<file path="config.mk">
export PLATFORM = sky130hd
export DESIGN_NAME = pause_det
export DESIGN_NICKNAME = d
export VERILOG_FILES = /design/src/rtl/pause_det_pkg.sv /design/src/rtl/pause_byte_idx.sv /design/src/rtl/pause_hdr_match.sv /design/src/rtl/pause_field_cap.sv /design/src/rtl/pause_commit.sv /design/src/rtl/pause_det.sv
export SDC_FILE = /design/constraint.sdc
export NUM_CORES = 1
export LEC_CHECK = 0
export ABC_AREA = 1
export BUFFER_PORTS_ARGS = -buffer_cell sky130_fd_sc_hd__buf_2
export CAP_MARGIN = 10
export CORE_AREA = 2 2 137 139
export CTS_CLUSTER_SIZE = 12
export DETAILED_ROUTE_END_ITERATION = 6
export DIE_AREA = 0 0 139 141
export GPL_ROUTABILITY_DRIVEN = 0
export PLACE_DENSITY = 0.75
export SYNTH_ARGS = -nofsm -noshare
export SYNTH_HDL_FRONTEND = slang
export SYNTH_HIERARCHICAL = 1
export SYNTH_SLANG_ARGS = --single-unit
</file>
<file path="constraint.sdc">
create_clock -name clk_i -period 2.36 [get_ports clk_i]
set_input_delay 0.472 -clock clk_i [delete_from_list [all_inputs] [get_ports clk_i]]
set_output_delay 0.472 -clock clk_i [all_outputs]
set_load 0.03 [all_outputs]
</file>
<file path="src/rtl/pause_det_pkg.sv">
package pause_det_pkg;
  localparam logic [47:0] CTRL_MCAST_DA = 48'h0180C2000001;
  localparam logic [15:0] FC_ETYPE      = 16'h8808;
  localparam logic [15:0] OPC_STD       = 16'h0001;
  localparam logic [15:0] OPC_PRIO      = 16'h0101;

  localparam int unsigned DA_BYTES  = 6;
  localparam int unsigned POS_TYPE  = 12;
  localparam int unsigned POS_OPC   = 14;
  localparam int unsigned POS_F16   = 16;
  localparam int unsigned POS_TIMES = 18;

  typedef struct packed {
    logic mc_ok;
    logic uc_ok;
    logic type_ok;
    logic op_std;
    logic op_prio;
  } hdr_flags_t;

  function automatic logic [7:0] addr_byte(input logic [47:0] addr, input int unsigned k);
    logic [7:0] b;
    b = 8'h00;
    for (int unsigned j = 0; j < DA_BYTES; j++) begin
      if (j == k) b = addr[8*(DA_BYTES-1-j) +: 8];
    end
    return b;
  endfunction
endpackage

</file>
<file path="src/rtl/pause_byte_idx.sv">
module pause_byte_idx #(
  parameter int unsigned IDX_W = 7
) (
  input  logic             clk_i,
  input  logic             rst_ni,
  input  logic             beat_i,
  input  logic             sof_i,
  output logic [IDX_W-1:0] cur_idx_o
);
  logic [IDX_W-1:0] idx_q;

  assign cur_idx_o = sof_i ? '0 : idx_q;

  always_ff @(posedge clk_i or negedge rst_ni) begin
    if (!rst_ni) begin
      idx_q <= '0;
    end else if (beat_i) begin
      if (cur_idx_o != '1) idx_q <= cur_idx_o + 1'b1;
      else                 idx_q <= cur_idx_o;
    end
  end

  AST_IDX_ADVANCE: assert property (@(posedge clk_i) disable iff (!rst_ni)
    (beat_i && sof_i) |=> (idx_q == IDX_W'(1))) else $error("index restart");
endmodule

</file>
<file path="src/rtl/pause_hdr_match.sv">
module pause_hdr_match
  import pause_det_pkg::*;
#(
  parameter int unsigned IDX_W = 7
) (
  input  logic             clk_i,
  input  logic             rst_ni,
  input  logic             beat_i,
  input  logic             sof_i,
  input  logic [IDX_W-1:0] cur_idx_i,
  input  logic [7:0]       data_i,
  input  logic [47:0]      station_addr_i,
  output hdr_flags_t       flags_o
);
  hdr_flags_t flags_q, base, hit;
  int unsigned k;

  always_comb begin
    k    = int'(cur_idx_i);
    base = sof_i ? '1 : flags_q;
    hit  = '1;
    if (k < DA_BYTES) begin
      hit.mc_ok = (data_i == addr_byte(CTRL_MCAST_DA, k));
      hit.uc_ok = (data_i == addr_byte(station_addr_i, k));
    end
    if (k == POS_TYPE)   hit.type_ok = (data_i == FC_ETYPE[15:8]);
    if (k == POS_TYPE+1) hit.type_ok = (data_i == FC_ETYPE[7:0]);
    if (k == POS_OPC) begin
      hit.op_std  = (data_i == OPC_STD[15:8]);
      hit.op_prio = (data_i == OPC_PRIO[15:8]);
    end
    if (k == POS_OPC+1) begin
      hit.op_std  = (data_i == OPC_STD[7:0]);
      hit.op_prio = (data_i == OPC_PRIO[7:0]);
    end
  end

  always_ff @(posedge clk_i or negedge rst_ni) begin
    if (!rst_ni)     flags_q <= '0;
    else if (beat_i) flags_q <= base & hit;
  end

  assign flags_o = flags_q;

  AST_OPC_EXCL: assert property (@(posedge clk_i) disable iff (!rst_ni)
    !(flags_q.op_std && flags_q.op_prio && (cur_idx_i > IDX_W'(POS_OPC+1)))) else $error("two opcodes");
endmodule

</file>
<file path="src/rtl/pause_field_cap.sv">
module pause_field_cap
  import pause_det_pkg::*;
#(
  parameter int unsigned IDX_W    = 7,
  parameter int unsigned NUM_PRIO = 8
) (
  input  logic                         clk_i,
  input  logic                         rst_ni,
  input  logic                         beat_i,
  input  logic [IDX_W-1:0]             cur_idx_i,
  input  logic [7:0]                   data_i,
  output logic [15:0]                  f16_o,
  output logic [NUM_PRIO-1:0][15:0]    times_o
);
  always_ff @(posedge clk_i or negedge rst_ni) begin
    if (!rst_ni) begin
      f16_o <= '0;
    end else if (beat_i) begin
      if (cur_idx_i == IDX_W'(POS_F16))   f16_o[15:8] <= data_i;
      if (cur_idx_i == IDX_W'(POS_F16+1)) f16_o[7:0]  <= data_i;
    end
  end

  for (genvar p = 0; p < NUM_PRIO; p++) begin : g_prio
    localparam logic [IDX_W-1:0] HI = IDX_W'(POS_TIMES + 2*p);
    localparam logic [IDX_W-1:0] LO = IDX_W'(POS_TIMES + 2*p + 1);
    always_ff @(posedge clk_i or negedge rst_ni) begin
      if (!rst_ni) begin
        times_o[p] <= '0;
      end else if (beat_i) begin
        if (cur_idx_i == HI) times_o[p][15:8] <= data_i;
        if (cur_idx_i == LO) times_o[p][7:0]  <= data_i;
      end
    end
  end
endmodule

</file>
<file path="src/rtl/pause_commit.sv">
module pause_commit
  import pause_det_pkg::*;
#(
  parameter int unsigned IDX_W     = 7,
  parameter int unsigned NUM_PRIO  = 8,
  parameter int unsigned LEN_W     = 16,
  parameter int unsigned FRAME_LEN = 64
) (
  input  logic             clk_i,
  input  logic             rst_ni,
  input  logic             beat_i,
  input  logic             eof_i,
  input  logic [IDX_W-1:0] cur_idx_i,
  input  hdr_flags_t       flags_i,
  input  logic [LEN_W-1:0] eof_len_i,
  input  logic             eof_crc_err_i,
  input  logic             rx_fc_en_i,
  input  logic             ucast_en_i,
  input  logic             pfc_en_i,
  input  logic             full_duplex_i,
  output logic             ev_o,
  output logic             ev_prio_o
);
  localparam logic [IDX_W-1:0] STD_LAST  = IDX_W'(POS_F16 + 1);
  localparam logic [IDX_W-1:0] PRIO_LAST = IDX_W'(POS_TIMES + 2*NUM_PRIO - 1);

  logic da_ok, std_ok, prio_ok, status_ok, ctrl_ok, fire;

  always_comb begin
    da_ok     = flags_i.mc_ok || (flags_i.uc_ok && ucast_en_i);
    std_ok    = flags_i.op_std && (cur_idx_i >= STD_LAST);
    prio_ok   = flags_i.op_prio && pfc_en_i && (cur_idx_i >= PRIO_LAST);
    status_ok = (eof_len_i == LEN_W'(FRAME_LEN)) && !eof_crc_err_i;
    ctrl_ok   = rx_fc_en_i && full_duplex_i;
    fire      = beat_i && eof_i && da_ok && flags_i.type_ok && status_ok &&
                ctrl_ok && (std_ok || prio_ok);
  end

  always_ff @(posedge clk_i or negedge rst_ni) begin
    if (!rst_ni) begin
      ev_o      <= 1'b0;
      ev_prio_o <= 1'b0;
    end else begin
      ev_o      <= fire;
      ev_prio_o <= fire && prio_ok;
    end
  end

  AST_CTRL_GATE: assert property (@(posedge clk_i) disable iff (!rst_ni)
    ev_o |-> $past(rx_fc_en_i && full_duplex_i)) else $error("ctrl gate");
  AST_STATUS_GATE: assert property (@(posedge clk_i) disable iff (!rst_ni)
    ev_o |-> $past(eof_len_i == LEN_W'(FRAME_LEN) && !eof_crc_err_i)) else $error("status gate");
  AST_PRIO_EN: assert property (@(posedge clk_i) disable iff (!rst_ni)
    ev_prio_o |-> $past(pfc_en_i)) else $error("prio enable");
  AST_ONE_PULSE: assert property (@(posedge clk_i) disable iff (!rst_ni)
    ev_o |=> !ev_o) else $error("pulse width");
  AST_AFTER_EOF: assert property (@(posedge clk_i) disable iff (!rst_ni)
    ev_o |-> $past(beat_i && eof_i)) else $error("no eof");
endmodule

</file>
<file path="src/rtl/pause_det.sv">
module pause_det
  import pause_det_pkg::*;
#(
  parameter int unsigned NUM_PRIO  = 8,
  parameter int unsigned IDX_W     = 7,
  parameter int unsigned LEN_W     = 16,
  parameter int unsigned FRAME_LEN = 64
) (
  input  logic                       clk_i,
  input  logic                       rst_ni,
  input  logic                       rx_valid_i,
  input  logic                       rx_sof_i,
  input  logic                       rx_eof_i,
  input  logic [7:0]                 rx_data_i,
  input  logic [LEN_W-1:0]           eof_len_i,
  input  logic                       eof_crc_err_i,
  input  logic [47:0]                station_addr_i,
  input  logic                       rx_fc_en_i,
  input  logic                       ucast_en_i,
  input  logic                       pfc_en_i,
  input  logic                       full_duplex_i,
  output logic                       pause_valid_o,
  output logic                       is_pfc_o,
  output logic [15:0]                pause_time_o,
  output logic [7:0]                 pev_o,
  output logic [NUM_PRIO-1:0][15:0]  pfc_time_o
);
  logic [IDX_W-1:0]          cur_idx;
  hdr_flags_t                flags;
  logic [15:0]               f16;
  logic [NUM_PRIO-1:0][15:0] times;
  logic                      ev, ev_prio;

  pause_byte_idx #(.IDX_W(IDX_W)) u_idx (
    .clk_i, .rst_ni, .beat_i(rx_valid_i), .sof_i(rx_sof_i), .cur_idx_o(cur_idx)
  );

  pause_hdr_match #(.IDX_W(IDX_W)) u_hdr (
    .clk_i, .rst_ni, .beat_i(rx_valid_i), .sof_i(rx_sof_i), .cur_idx_i(cur_idx),
    .data_i(rx_data_i), .station_addr_i, .flags_o(flags)
  );

  pause_field_cap #(.IDX_W(IDX_W), .NUM_PRIO(NUM_PRIO)) u_cap (
    .clk_i, .rst_ni, .beat_i(rx_valid_i), .cur_idx_i(cur_idx), .data_i(rx_data_i),
    .f16_o(f16), .times_o(times)
  );

  pause_commit #(.IDX_W(IDX_W), .NUM_PRIO(NUM_PRIO), .LEN_W(LEN_W), .FRAME_LEN(FRAME_LEN)) u_commit (
    .clk_i, .rst_ni, .beat_i(rx_valid_i), .eof_i(rx_eof_i), .cur_idx_i(cur_idx),
    .flags_i(flags), .eof_len_i, .eof_crc_err_i, .rx_fc_en_i, .ucast_en_i,
    .pfc_en_i, .full_duplex_i, .ev_o(ev), .ev_prio_o(ev_prio)
  );

  // capture regs are untouched by bytes 0..15 of a following frame, so they hold for the pulse
  assign pause_valid_o = ev;
  assign is_pfc_o      = ev && ev_prio;
  assign pause_time_o  = (ev && !ev_prio) ? f16 : '0;
  assign pev_o         = (ev && ev_prio) ? f16[7:0] : '0;
  assign pfc_time_o    = (ev && ev_prio) ? times : '0;

  AST_QUIET_DATA: assert property (@(posedge clk_i) disable iff (!rst_ni)
    !pause_valid_o |-> (pause_time_o == '0 && pev_o == '0 && !is_pfc_o)) else $error("data leak");
  AST_STD_NO_PEV: assert property (@(posedge clk_i) disable iff (!rst_ni)
    (pause_valid_o && !is_pfc_o) |-> (pev_o == '0 && pfc_time_o == '0)) else $error("std fields");
endmodule

</file>
### Yosys cells after proc, flatten, opt, wreduce, memory -nomap -nowiden

Cells that the tools add are included.

| cells by class | value |
|---|---|
| equal/unequal tests | 34 |
| order comparisons | 3 |
| add/sub/neg operators | 1 |
| reduce and logical (&&, ||, !) cells | 39 |
| bitwise gates (word level) | 1 |
| muxes and demuxes | 25 |

Operator list:

| cell | number |
|---|---|
| 2-to-1 mux 128 bit | 1 |
| equality test 7 x 5 -> 1 bit, second input constant | 16 |
| 2-to-1 mux 8 bit | 14 |
| AND reduction 2 bit | 18 |
| equality test 7 x 4 -> 1 bit, second input constant | 4 |
| equality test 16 x 7 -> 1 bit, second input constant | 1 |
| equality test 8 bit | 2 |
| 2-to-1 mux 16 bit | 1 |
| logical AND 1 bit | 15 |
| equality test 2 x 7 -> 1 bit, first input constant | 2 |
| equality test 3 x 7 -> 1 bit, first input constant | 2 |
| equality test 7 x 6 -> 1 bit, second input constant | 2 |
| 2-to-1 mux 7 bit | 2 |
| equality test 8 x 1 -> 1 bit, second input constant | 1 |
| equality test 8 x 4 -> 1 bit, second input constant | 1 |
| equality test 8 bit, second input constant | 1 |
| zero test 8 bit | 1 |
| adder 7 x 1 -> 7 bit, second input constant | 1 |
| equality test 1 x 7 -> 1 bit, first input constant | 1 |
| >= comparator 7 x 5 -> 1 bit, second input constant | 1 |
| >= comparator 7 x 6 -> 1 bit, second input constant | 1 |
| zero test 7 bit | 1 |
| < comparator 7 x 3 -> 1 bit, second input constant | 1 |
| != test 7 bit, second input constant | 1 |
| 6 further kinds | 12 |

| storage, ports and cells | value |
|---|---|
| input bits | 82 |
| register bits after elaboration | 158 |
| output and inout port bits | 154 |
| word-level logic and storage cells | 129 |

### Longest topological paths before layout

Gate-level depths: netlist of the first run.

| logic depth | value |
|---|---|
| depth after elaboration | 12 |
| mapped depth | 19 |
| mapped depth without buffers | 18 |

### By module

Netlist of the first run, hierarchy kept.

By module, submodules not included:

| module | area an instance (sq um) | cells an instance | sequential area each (sq um) | instances |
|---|---|---|---|---|
| pause_field_cap | 5,809.3 | 656 | 3,603.5 | 1 |
| pause_det | 1,298.7 | 316 | 0.0 | 1 |
| pause_hdr_match | 1,049.8 | 201 | 125.1 | 1 |
| pause_byte_idx | 479.2 | 65 | 175.2 | 1 |
| pause_commit | 247.7 | 48 | 50.0 | 1 |

### Worst setup path after synthesis of the first run

No wires, ideal clock.

| timing path | value |
|---|---|
| path kind | input -> register |
| start point | input port rx_sof_i |
| end point | register u_hdr.flags_q (netlist bit u_hdr/flags_o[3]) |
| data required time | 2.286 ns |
| cell stages on the path | 12 |
| arrival time | 2.125 ns |
| slack | 0.161 ns |
| library setup time | 0.074 ns |
| path buffers | 0 |
| cell sequence | nor2_1 -> nand2_2 -> nor3_4 -> inv_2 -> or2_1 -> nand2_1 -> nand2_1 -> nand2_1 -> nand2_1 -> nor2_1 -> nand2_1 -> a21oi_2 |

| on the way | value |
|---|---|
| word-level cells in the longest chain between the ends | 12 |
| elaborated cells between the ends (all ways) | 19 |
| those cells by class | order compare: 1; eq/ne: 6; mux: 10; bitwise: 1; reduce/logical: 1 |

RTL lines:

| element | RTL line | source |
|---|---|---|
| start: declaration | pause_det.sv:12 | `input logic rx_sof_i,` |
| 2-to-1 mux 7 bit | pause_byte_idx.sv:12 | `assign cur_idx_o = sof_i ? '0 : idx_q;` |
| zero test 7 bit | pause_det_pkg.sv:25 | `if (j == k) b = addr[8*(DA_BYTES-1-j) +: 8];` |
| 2-to-1 mux 8 bit (6 in a row) | pause_det_pkg.sv:25 |  |
| 2-to-1 mux 8 bit | pause_hdr_match.sv:22 | `if (k < DA_BYTES) begin` |
| equality test 8 bit | pause_hdr_match.sv:24 | `hit.uc_ok = (data_i == addr_byte(station_addr_i, k));` |
| 2-to-1 mux 2 bit | pause_hdr_match.sv:22 |  |
| bitwise AND 5 bit * | pause_hdr_match.sv:40 | `else if (beat_i) flags_q <= base & hit;` |
| end signal: assignment | pause_hdr_match.sv:40 |  |
| end: declaration | pause_hdr_match.sv:15 | `hdr_flags_t flags_q, base, hit;` |

Every way passes the cells marked *; elsewhere a longest branch is shown, timed or not. The select of a mux whose other input is x is not followed.
A chain may end at the register's enable or synchronous reset.

==> results of run 1 <==
## logic make-up after synthesis
group,count (synthesis),synth area share [%]
AO/OA/AOI/OAI,45,2.76
buffers and inverters,264,13.1
adder cells (fa/ha/maj),1,0.141
flip-flops,158,44.5
AND/OR/NAND/NOR,815,39.2
XOR/XNOR,3,0.296
## layout make-up
cell class,count,area (um^2),share of cell area [%]
Clock buffer,22,484,4.38
Clock inverter,9,130,1.18
Multi-Input combinational cell,864,3780,34.2
Tap cell,234,293,2.65
Inverter,203,762,6.89
Sequential cell,158,3950,35.7
Timing Repair Buffer,280,1660,15.0
## power by group through the flow
stage | sequential, mW | combinational, mW | clock [mW]
2_1_floorplan | 2.85 | 0.349 | 0
3_3_place_gp | 2.86 | 0.610 | 0
3_5_place_dp | 2.87 | 0.623 | 0
4_1_cts | 2.82 | 0.628 | 2.90
5_1_grt | 2.83 | 0.715 | 2.99
6_report | 2.82 | 0.629 | 2.85
## per-layer routing
layer | vias up | GRT usage [%] | part of all wire, %
met4 | 0 | 7.71 | 1.8
li1 | 4354 | - | -
met3 | 36 | 4.62 | 5.8
met1 | 3998 | 34.2 | 46
met5 | - | 0 | 0
met2 | 303 | 41.7 | 47
## registers in the layout, summed over array words and instances (netlist names)
register and count:
u_commit/ev_o 1, u_cap/times_o 128, u_commit/ev_prio_o 1, u_cap/f16_o 16
u_idx/idx_q 7, u_hdr/flags_o 5
## synth_stat cells, drive strengths merged
cell type	instances	area [um^2]
o31ai	1	7.51
nor2	210	865
a221oi	1	8.76
buf	45	345
xor2	2	17.5
nor3	6	68.8
ha	1	12.5
or2	13	81.3
o21bai	1	7.51
dfrtp	158	3950
o21ai	28	144
nand3b	3	22.5
nand2	408	1550
nand4	5	31.3
nand3	165	831
a2111oi	1	8.76
clkbuf	16	60.1
inv	203	762
nor4	5	31.3
a21oi	13	68.8
xnor2	1	8.76
## metrics by stage
step           utilization [%]  power, mW  TNS, ns  std cells  cell area [um^2]
2_1_floorplan                -       3.20        0       1286              8880
3_3_place_gp              57.1       3.47  -0.0198       1738             10400
3_5_place_dp              57.1       3.49  -0.0650       1738             10400
4_1_cts                   60.5       6.34        0       1770             11100
5_1_grt                   60.6       6.53        0       1770             11100
6_report                  60.6       6.29        0       1770             11100
## critical path: stages, from the launching register on
cell and delay [ns]:
dfrtp_1 0.43, nand2_4 0.32, buf_12 0.29, nor2_1 0.07, buf_2 0.18
## timing repair
item | 4_1_cts | 5_1_grt
setup endpoints to repair | 0 | 1
resized for setup | 0 | 3
endpoints found under the hold margin | 40 | 0
hold buffers | 1 | 0
## worst paths after layout
check / to / slack, ns / depth (start not counted)
max: pfc_time_o[0] / 0.15 / 4
min: u_commit/ev_prio_o / 0.42 / 6
max reg2reg: u_cap/times_o[54] / 0.22 / 9
min reg2reg: u_cap/f16_o[6] / 0.47 / 2
max in group asynchronous: u_cap/times_o[53] / 1.11 / 3
min in group asynchronous: u_cap/times_o[122] / 0.57 / 2
==> flow_summary.yaml, run 1 <==
run_status:
  status: "complete, no violations"
min_path:
  worstHoldStart: "eof_len_i[14]"
  hold_path.class: "input port to register"
power:
  p_leak_nw: 6.03
  switching_share_pct: 24.3
  p_per_area_nw_per_um2: 569
  p_comb_share_pct: 10.0
  seqPwrFrac_pct: 44.8
  clockPowerShare_pct: 45.2
  ir_drop_v: 0.000497
  power.switching_mw: 1.53
  p_int_mw: 4.76
detailed_routing:
  wirelength_mm: 24.4
  drtPass1Iterations: 5
  detail_route.vias_per_cell: 4.91
  remaining_drc_errors: 0
  postRouteAntennaNets: 0
  drt-initial-drc-count: 544
  vias: 8691
  wl_per_cell_um: 13.8
critical_path:
  startpoint_type: "register"
  r2r_start: "u_idx/idx_q[4]"
  crit_arrival_ns: 1.74
  critPathKind: "register to output pin"
  worstPathRequired_ns: 1.89
  cp_max_fo: 57
  crit_start: "u_commit/ev_o"
  crit_path_end_kind: "output pin"
floorplan:
  io_pins: 236
  die_area_um2: 19600
  core_um2: 18300
  start_util_pct: 48.6
  dieWidth_um: 139
  die_h_um: 141
  placementRows: 50
sta:
  min_period_ns: 2.21
  setup_ws_ns: 0.148
  final-hold-violation-count: 0
  fin_skew_ns: 0.00695
  worst-slew-pin-transition_ns: 0.622
  report.final.slew_viol_count: 0
  worst_hold_slack_ns: 0.418
  rsz0062_at_grt: "false"
  finalSetupViolations: 0
  clock.fmax_ghz: 0.452
  min_period_over_period_pct: 93.7
  slew_headroom_pct: 58.5
synthesis:
  synth_cells: 1286
  ys_seq_area_share_pct: 44.5
  ys_warn_count: 6
  netlist_area_um2: 8880
  syn_nets: 1369
  yosys_register_bits: 158
  synthDistinctLibCells: 36
  avgSynthCellArea_um2: 6.91
clock_network:
  clock_sinks: 158
  clk_latency_ns: 0.42
  post_cts_buffers: 0
  htreeDepth: 4
  cts_tree: "built"
  clock_path_buffers: 2
  cts_root_buffer: "clkbuf_16"
  cts_inserted_buffers: 17
  clkTransAtPathRegs_ns: 0.06
grt:
  grt_pass1_vias: 8327
  track_usage_pct: 25.3
  grt_max_degree: 58
  antenna_found_initial: 0
  grt_overflow: 0
  grt_pass1_wl_mm: 40.2
final_layout:
  layout-drive-gt1-share_pct: 22.9
  num_antenna_cells: 0
  final_common_cell: "nand2_1"
  area_growth_pct: 24.5
  layout.nets: 1607
  fill_cells: 1689
  final_cell_mix: "nand2_1 (399), buf_2 (234), inv_1 (199)"
placed_design:
  pre_cts_slack_ns: -0.0650
  io_buffers: 235
  place_hpwl_mm: 17.1
job:
  drv_cap: 0
No activity file was read; power rests on OpenSTA's default activity.
==> run 2, diff against run 1 <==
--- a/config.mk
+++ b/config.mk
@@ -8,13 +8,12 @@
 export ABC_AREA = 1
 export BUFFER_PORTS_ARGS = -buffer_cell sky130_fd_sc_hd__buf_2
 export CAP_MARGIN = 10
-export CORE_AREA = 2 2 137 139
+export CORE_AREA = 2 2 130 132
 export CTS_CLUSTER_SIZE = 12
 export DETAILED_ROUTE_END_ITERATION = 6
-export DIE_AREA = 0 0 139 141
+export DIE_AREA = 0 0 132 134
 export GPL_ROUTABILITY_DRIVEN = 0
-export PLACE_DENSITY = 0.75
+export PLACE_DENSITY = 0.77
 export SYNTH_ARGS = -nofsm -noshare
 export SYNTH_HDL_FRONTEND = slang
-export SYNTH_HIERARCHICAL = 1
 export SYNTH_SLANG_ARGS = --single-unit
==> run 2 against run 1 <==
Synthesized cell count decreased by 15%. Die area shrank 9.8%. Combinational power up 11%. Critical path type unchanged. Maximum frequency down 3.8%. Largest cell class unchanged.
==> flow_summary.yaml, run 2 <==
synthesis:
  avgSynthCellArea_um2: 7.37
  ys_warn_count: 0
  synthDistinctLibCells: 42
  yosys.area.top_type: "dfrtp_1"
  netlist_area_um2: 8020
  synth-edff-count: 0
  ys.flop_type: "dfrtp_1"
  yosys-top-cells-count: "nand2_1 (237), nor2_1 (196), inv_1 (177), dfrtp_1 (158), o21ai_0 (151)"
  synth_top_area_share_pct: 49.3
  synth_area_leaders: "dfrtp_1 (49%), nand2_1 (11%), o21ai_0 (9.4%)"
  syn_nets: 1172
  yosys_register_bits: 158
  synthArstFlopShare_pct: 100
  ys_seq_area_share_pct: 49.3
  synth_cells: 1088
  yosysMostFrequentCell: "nand2_1"
sta:
  slew_headroom_pct: 59.1
  finalSetupTns_ns: 0
  fin_skew_ns: 0.0135
  min_period_ns: 2.30
  final-hold-violation-count: 0
  report.final.slew_viol_count: 0
  finalSetupViolations: 0
  clock.fmax_ghz: 0.435
  min_period_over_period_pct: 97.5
  worst-slew-pin-transition_ns: 0.613
final_layout:
  num_antenna_cells: 0
  layout-drive-gt1-share_pct: 25.1
  largest_register_ff_count: 128
  post-route-util_pct: 62.6
  largestRegisters: "u_cap.times_o: 128 flops, u_cap.f16_o: 16 flops, u_idx.idx_q: 7 flops"
  area_growth_pct: 27.2
  fill_cells: 1449
  top_register: "u_cap.times_o"
  final_common_cell: "nand2_1"
  layout.nets: 1412
  final_cell_mix: "nand2_1 (235), buf_2 (234), nor2_1 (196)"
clock_network:
  post_cts_buffers: 0
  cts_inserted_buffers: 17
  clock_sinks: 158
  postCtsHoldBufs: 0
  htreeDepth: 4
  clk_latency_ns: 0.44
  clkTransAtPathRegs_ns: 0.07
  cts_root_buffer: "clkbuf_16"
  cts_tree: "built"
  clock_path_buffers: 2
critical_path:
  cpPeakStageDelay_ns: 0.51
  critPathKind: "register to output pin"
  crit_path_end_kind: "output pin"
  worstPathRequired_ns: 1.89
  startpoint_type: "register"
  cp_max_fo: 74
  slowest_stage: "dfrtp_1"
  critPathTopFamily: "flip-flops"
  crit_path_cell_trace: "nand2_8 > buf_12 > nor2_1 > buf_2"
  crit_buf_inv: 2
  crit_arrival_ns: 1.83
detailed_routing:
  remaining_drc_errors: 0
  detail_route.vias_per_cell: 4.93
  drtPass1Iterations: 6
  vias: 7689
  wl_per_cell_um: 14.7
  drt-initial-drc-count: 680
  postRouteAntennaNets: 0
  wirelength_mm: 22.9
floorplan:
  core_um2: 16300
  io_pins: 236
  placementRows: 47
  die_h_um: 134
  start_util_pct: 49.2
  die_area_um2: 17700
  dieWidth_um: 132
job:
  drv_cap: 0
power:
  p_leak_nw: 5.03
  ir_drop_v: 0.000517
  power_mw: 6.26
  p_per_area_nw_per_um2: 614
grt:
  grt_max_degree: 75
  grt_pass1_vias: 7213
  antenna_found_initial: 0
  grt_overflow: 0
  track_usage_pct: 26.3
  grt_pass1_wl_mm: 36.5
run_status:
  status: "complete, no violations"
min_path:
  hold_path.class: "input port to asynchronous set/reset pin"
placed_design:
  io_buffers: 235
  place_hpwl_mm: 16.4
-- run 2: cell types whose count changed in the layout (fill, tap and decap cells not counted), sizes merged, moves of 4 or more --
cell    before  now
nand3      165   34
a21oi       13    8
o21ai       28  152
o22ai        0    8
buf        279  271
nor2       210  202
clkbuf      22   17
inv        205  184
or2         13    9
nand2      408  250
a31oi        0    5
-- run 2: area by class of cell --
cell class	count	area [um^2]	share of cell area, %
flip-flops and latches	158	3960	38.8
multi-input cells	699	3210	31.5
repair buffers	271	1480	14.5
inverters	181	682	6.69
clock buffers	17	425	4.17
well taps	220	275	2.70
clock inverters	15	164	1.61
-- run 2: worst paths after layout --
kind | from | endpoint | slack, ns | cells past startpoint
setup reg to reg | u_idx.idx_q[0] | u_hdr.flags_o[3] | 0.21 | 18
max in group asynchronous | rst_ni | u_cap.times_o[106] | 1.69 | 2
hold reg to reg | u_cap.times_o[21] | u_cap.times_o[21] | 0.48 | 2
setup / recovery | u_commit.ev_o | pfc_time_o[84] | 0.06 | 4
hold / removal | rst_ni | u_cap.times_o[55] | 0.01 | 1
min in group clk_i | pfc_en_i | u_commit.ev_prio_o | 0.32 | 3
-- run 2: per-layer routing --
| metal | part of all wire, % | vias to the layer above | GRT usage (%) |
|---|---|---|---|
| met1 | 43 | 3525 | 34.2 |
| met3 | 6.1 | 36 | 4.95 |
| met5 | 0 | - | 0 |
| met2 | 49 | 304 | 43.8 |
| met4 | 2.3 | 0 | 10.0 |
| li1 | - | 3824 | - |
-- run 2: cells by family after synthesis --
group                    after synthesis  synth area share, %
adder cells (fa/ha/maj)                2                0.312
buffers and inverters                231                 11.1
AO/OA/AOI/OAI                        182                 12.0
XOR/XNOR                               3                0.328
AND/OR/NAND/NOR                      512                 27.0
flip-flops                           158                 49.3
-- run 2: repair_timing --
item	4_1_cts	5_1_grt
hold endpoints to repair	0	0
resized for setup	0	7
setup endpoints to repair	0	101
-- run 2: metrics by stage --
step	area (um^2)	instances	hold slack (ns)	setup slack (ns)
floorplan	8020	1088	0.176	0.182
global placement	9570	1529	0.466	0.0522
detailed placement	9570	1529	0.473	-0.0525
CTS	10200	1561	0.0454	0.0256
global route	10200	1561	0.0667	-0.00137
finish	10200	1561	0.0106	0.0600
-- run 2: where the power goes --
group | switching [mW] | internal [mW] | leakage, nW
logic | 0.453 | 0.247 | 2.58
clock network | 1.16 | 1.57 | 0.278
registers | 0.0502 | 2.78 | 2.17
total | 1.66 | 4.60 | 5.03
==> run 3, diff against run 2 <==
--- a/config.mk
+++ b/config.mk
@@ -8,12 +8,12 @@
 export ABC_AREA = 1
 export BUFFER_PORTS_ARGS = -buffer_cell sky130_fd_sc_hd__buf_2
 export CAP_MARGIN = 10
-export CORE_AREA = 2 2 130 132
+export CORE_AREA = 2 2 137 139
 export CTS_CLUSTER_SIZE = 12
 export DETAILED_ROUTE_END_ITERATION = 6
-export DIE_AREA = 0 0 132 134
+export DIE_AREA = 0 0 139 141
 export GPL_ROUTABILITY_DRIVEN = 0
-export PLACE_DENSITY = 0.77
+export PLACE_DENSITY = 0.7
 export SYNTH_ARGS = -nofsm -noshare
 export SYNTH_HDL_FRONTEND = slang
 export SYNTH_SLANG_ARGS = --single-unit
==> run 3 against run 2 <==
The run now ends with hold timing left. Count of clock-buffer cells in the layout grew 2. Setup slack improved by 0.068 ns. Global-route usage shrank 2.6 points. Non-clock buffer count up 4. Die area up 11%. Flip-flop and latch count did not move. Critical path type unchanged. Critical endpoint is now pfc_time_o[112]. Largest power group is now clock.
==> flow_summary.yaml, run 3 (synthesis results as in run 2) <==
placed_design:
  io_buffers: 235
  place_hpwl_mm: 16.6
  pre_cts_slack_ns: -0.0424
  dp_cells: 1546
clock_network:
  cts_tree: "built"
  postCtsHoldBufs: 0
  clock_sinks: 158
  clkTransAtPathRegs_ns: 0.07
  cts_root_buffer: "clkbuf_16"
  htreeDepth: 4
  cts_inserted_buffers: 17
  clk_latency_ns: 0.42
  clock_path_buffers: 2
sta:
  rsz0062_at_grt: "false"
  finalSetupViolations: 0
  setup_ws_ns: 0.128
  min_period_ns: 2.23
  slew_headroom_pct: 59.8
  worst_hold_slack_ns: -0.0000752
  clock.fmax_ghz: 0.448
  final-hold-violation-count: 1
  report.final.slew_viol_count: 0
  min_period_over_period_pct: 94.6
  worst-slew-pin-transition_ns: 0.602
  fin_skew_ns: 0.00922
power:
  ir_drop_v: 0.000492
  p_int_mw: 4.78
  p_comb_share_pct: 10.9
  clockPowerShare_pct: 45.1
  p_leak_nw: 5.07
  switching_share_pct: 25.8
  seqPwrFrac_pct: 44.0
  power.switching_mw: 1.66
  p_per_area_nw_per_um2: 625
final_layout:
  top_register: "u_cap.times_o"
  layout-drive-gt1-share_pct: 25.2
  num_antenna_cells: 0
  largestRegisters: "u_cap.times_o: 128 flops, u_cap.f16_o: 16 flops, u_idx.idx_q: 7 flops"
  regArea_um2: 3960
  fill_cells: 1790
  layoutNonFillerInstCount: 1579
  largest_register_ff_count: 128
  multiInputGateArea_um2: 3200
  final_common_cell: "nand2_1"
  final_cell_mix: "nand2_1 (236), buf_2 (234), nor2_1 (196)"
  layout.nets: 1416
  area_growth_pct: 28.4
grt:
  grt_pass1_vias: 7314
  grt_max_degree: 57
  antenna_found_initial: 0
  grt_pass1_wl_mm: 36.9
  track_usage_pct: 23.6
  grt_overflow: 0
critical_path:
  startpoint_type: "register"
  crit_arrival_ns: 1.76
  crit_path_end_kind: "output pin"
  cp_max_fo: 56
  worstPathRequired_ns: 1.89
  critPathKind: "register to output pin"
floorplan:
  placementRows: 50
  die_area_um2: 19600
  io_pins: 236
  core_um2: 18300
  start_util_pct: 43.9
  dieWidth_um: 139
  die_h_um: 141
detailed_routing:
  wirelength_mm: 23.0
  remaining_drc_errors: 0
  postRouteAntennaNets: 0
  vias: 7668
  detail_route.vias_per_cell: 4.86
  drt-initial-drc-count: 622
  drtPass1Iterations: 5
  wl_per_cell_um: 14.6
run_status:
  violations: "hold timing"
  status: "finished with violations"
job:
  drv_cap: 0
min_path:
  hold_path.class: "input port to asynchronous set/reset pin"
-- run 3: layer usage --
layer	global-route usage [%]	routed length [um]	vias up
li1	-	-	3825
met1	30.6	10200	3515
met2	39.6	10800	289
met3	4.72	1400	39
met4	8.67	579	0
met5	0	0	-
-- run 3: metrics by stage --
step	utilization (%)	area [um^2]	hold slack [ns]	setup TNS [ns]	total power [mW]
detailed placement	52.8	9640	0.465	-0.0424	3.57
floorplan	-	8020	0.176	0	3.27
global route	56.3	10300	0.0355	0	6.70
CTS	56.3	10300	0.0111	0	6.47
finish	56.3	10300	-0.0000752	0	6.44
global placement	52.8	9640	0.465	0	3.57
-- run 3: final timing paths --
| path | startpoint | cells after the start | slack (ns) | endpoint |
|---|---|---|---|---|
| max in group asynchronous | rst_ni | 2 | 1.68 | u_idx.idx_q[2] |
| max reg2reg | u_idx.idx_q[1] | 18 | 0.23 | u_hdr.flags_o[3] |
| min in group clk_i | pfc_en_i | 3 | 0.36 | u_commit.ev_prio_o |
| max | u_commit.ev_o | 4 | 0.13 | pfc_time_o[112] |
| min | rst_ni | 1 | -0.00008 | u_cap.times_o[50] |
| min reg2reg | u_cap.times_o[32] | 2 | 0.48 | u_cap.times_o[32] |
-- run 3: area by class of cell --
type / instances / share of cell area [%]
repair buffers: 275 / 14.9
well taps: 234 / 2.84
clock inverters: 13 / 1.73
flip-flops and latches: 158 / 38.4
clock buffers: 19 / 4.40
inverters: 181 / 6.63
multi-input cells: 699 / 31.1
-- run 3: repair_timing --
item | 4_1_cts | 5_1_grt
setup endpoints to repair | 3 | 1
resized for setup | 1 | 3
buffers inserted | 0 | 1
-- run 3: power by group through the flow --
stage	clock (mW)	sequential (mW)	combinational, mW
after floorplan	0	2.86	0.404
after global placement	0	2.87	0.691
after detailed placement	0	2.88	0.697
after CTS	2.95	2.83	0.700
after global routing	3.07	2.84	0.792
final	2.90	2.83	0.704
-- run 3: critical path, stage by stage (launching register included) --
cell,delay [ns]
dfrtp_1,0.46
nand2_8,0.24
buf_12,0.26
nor2_1,0.15
buf_2,0.22
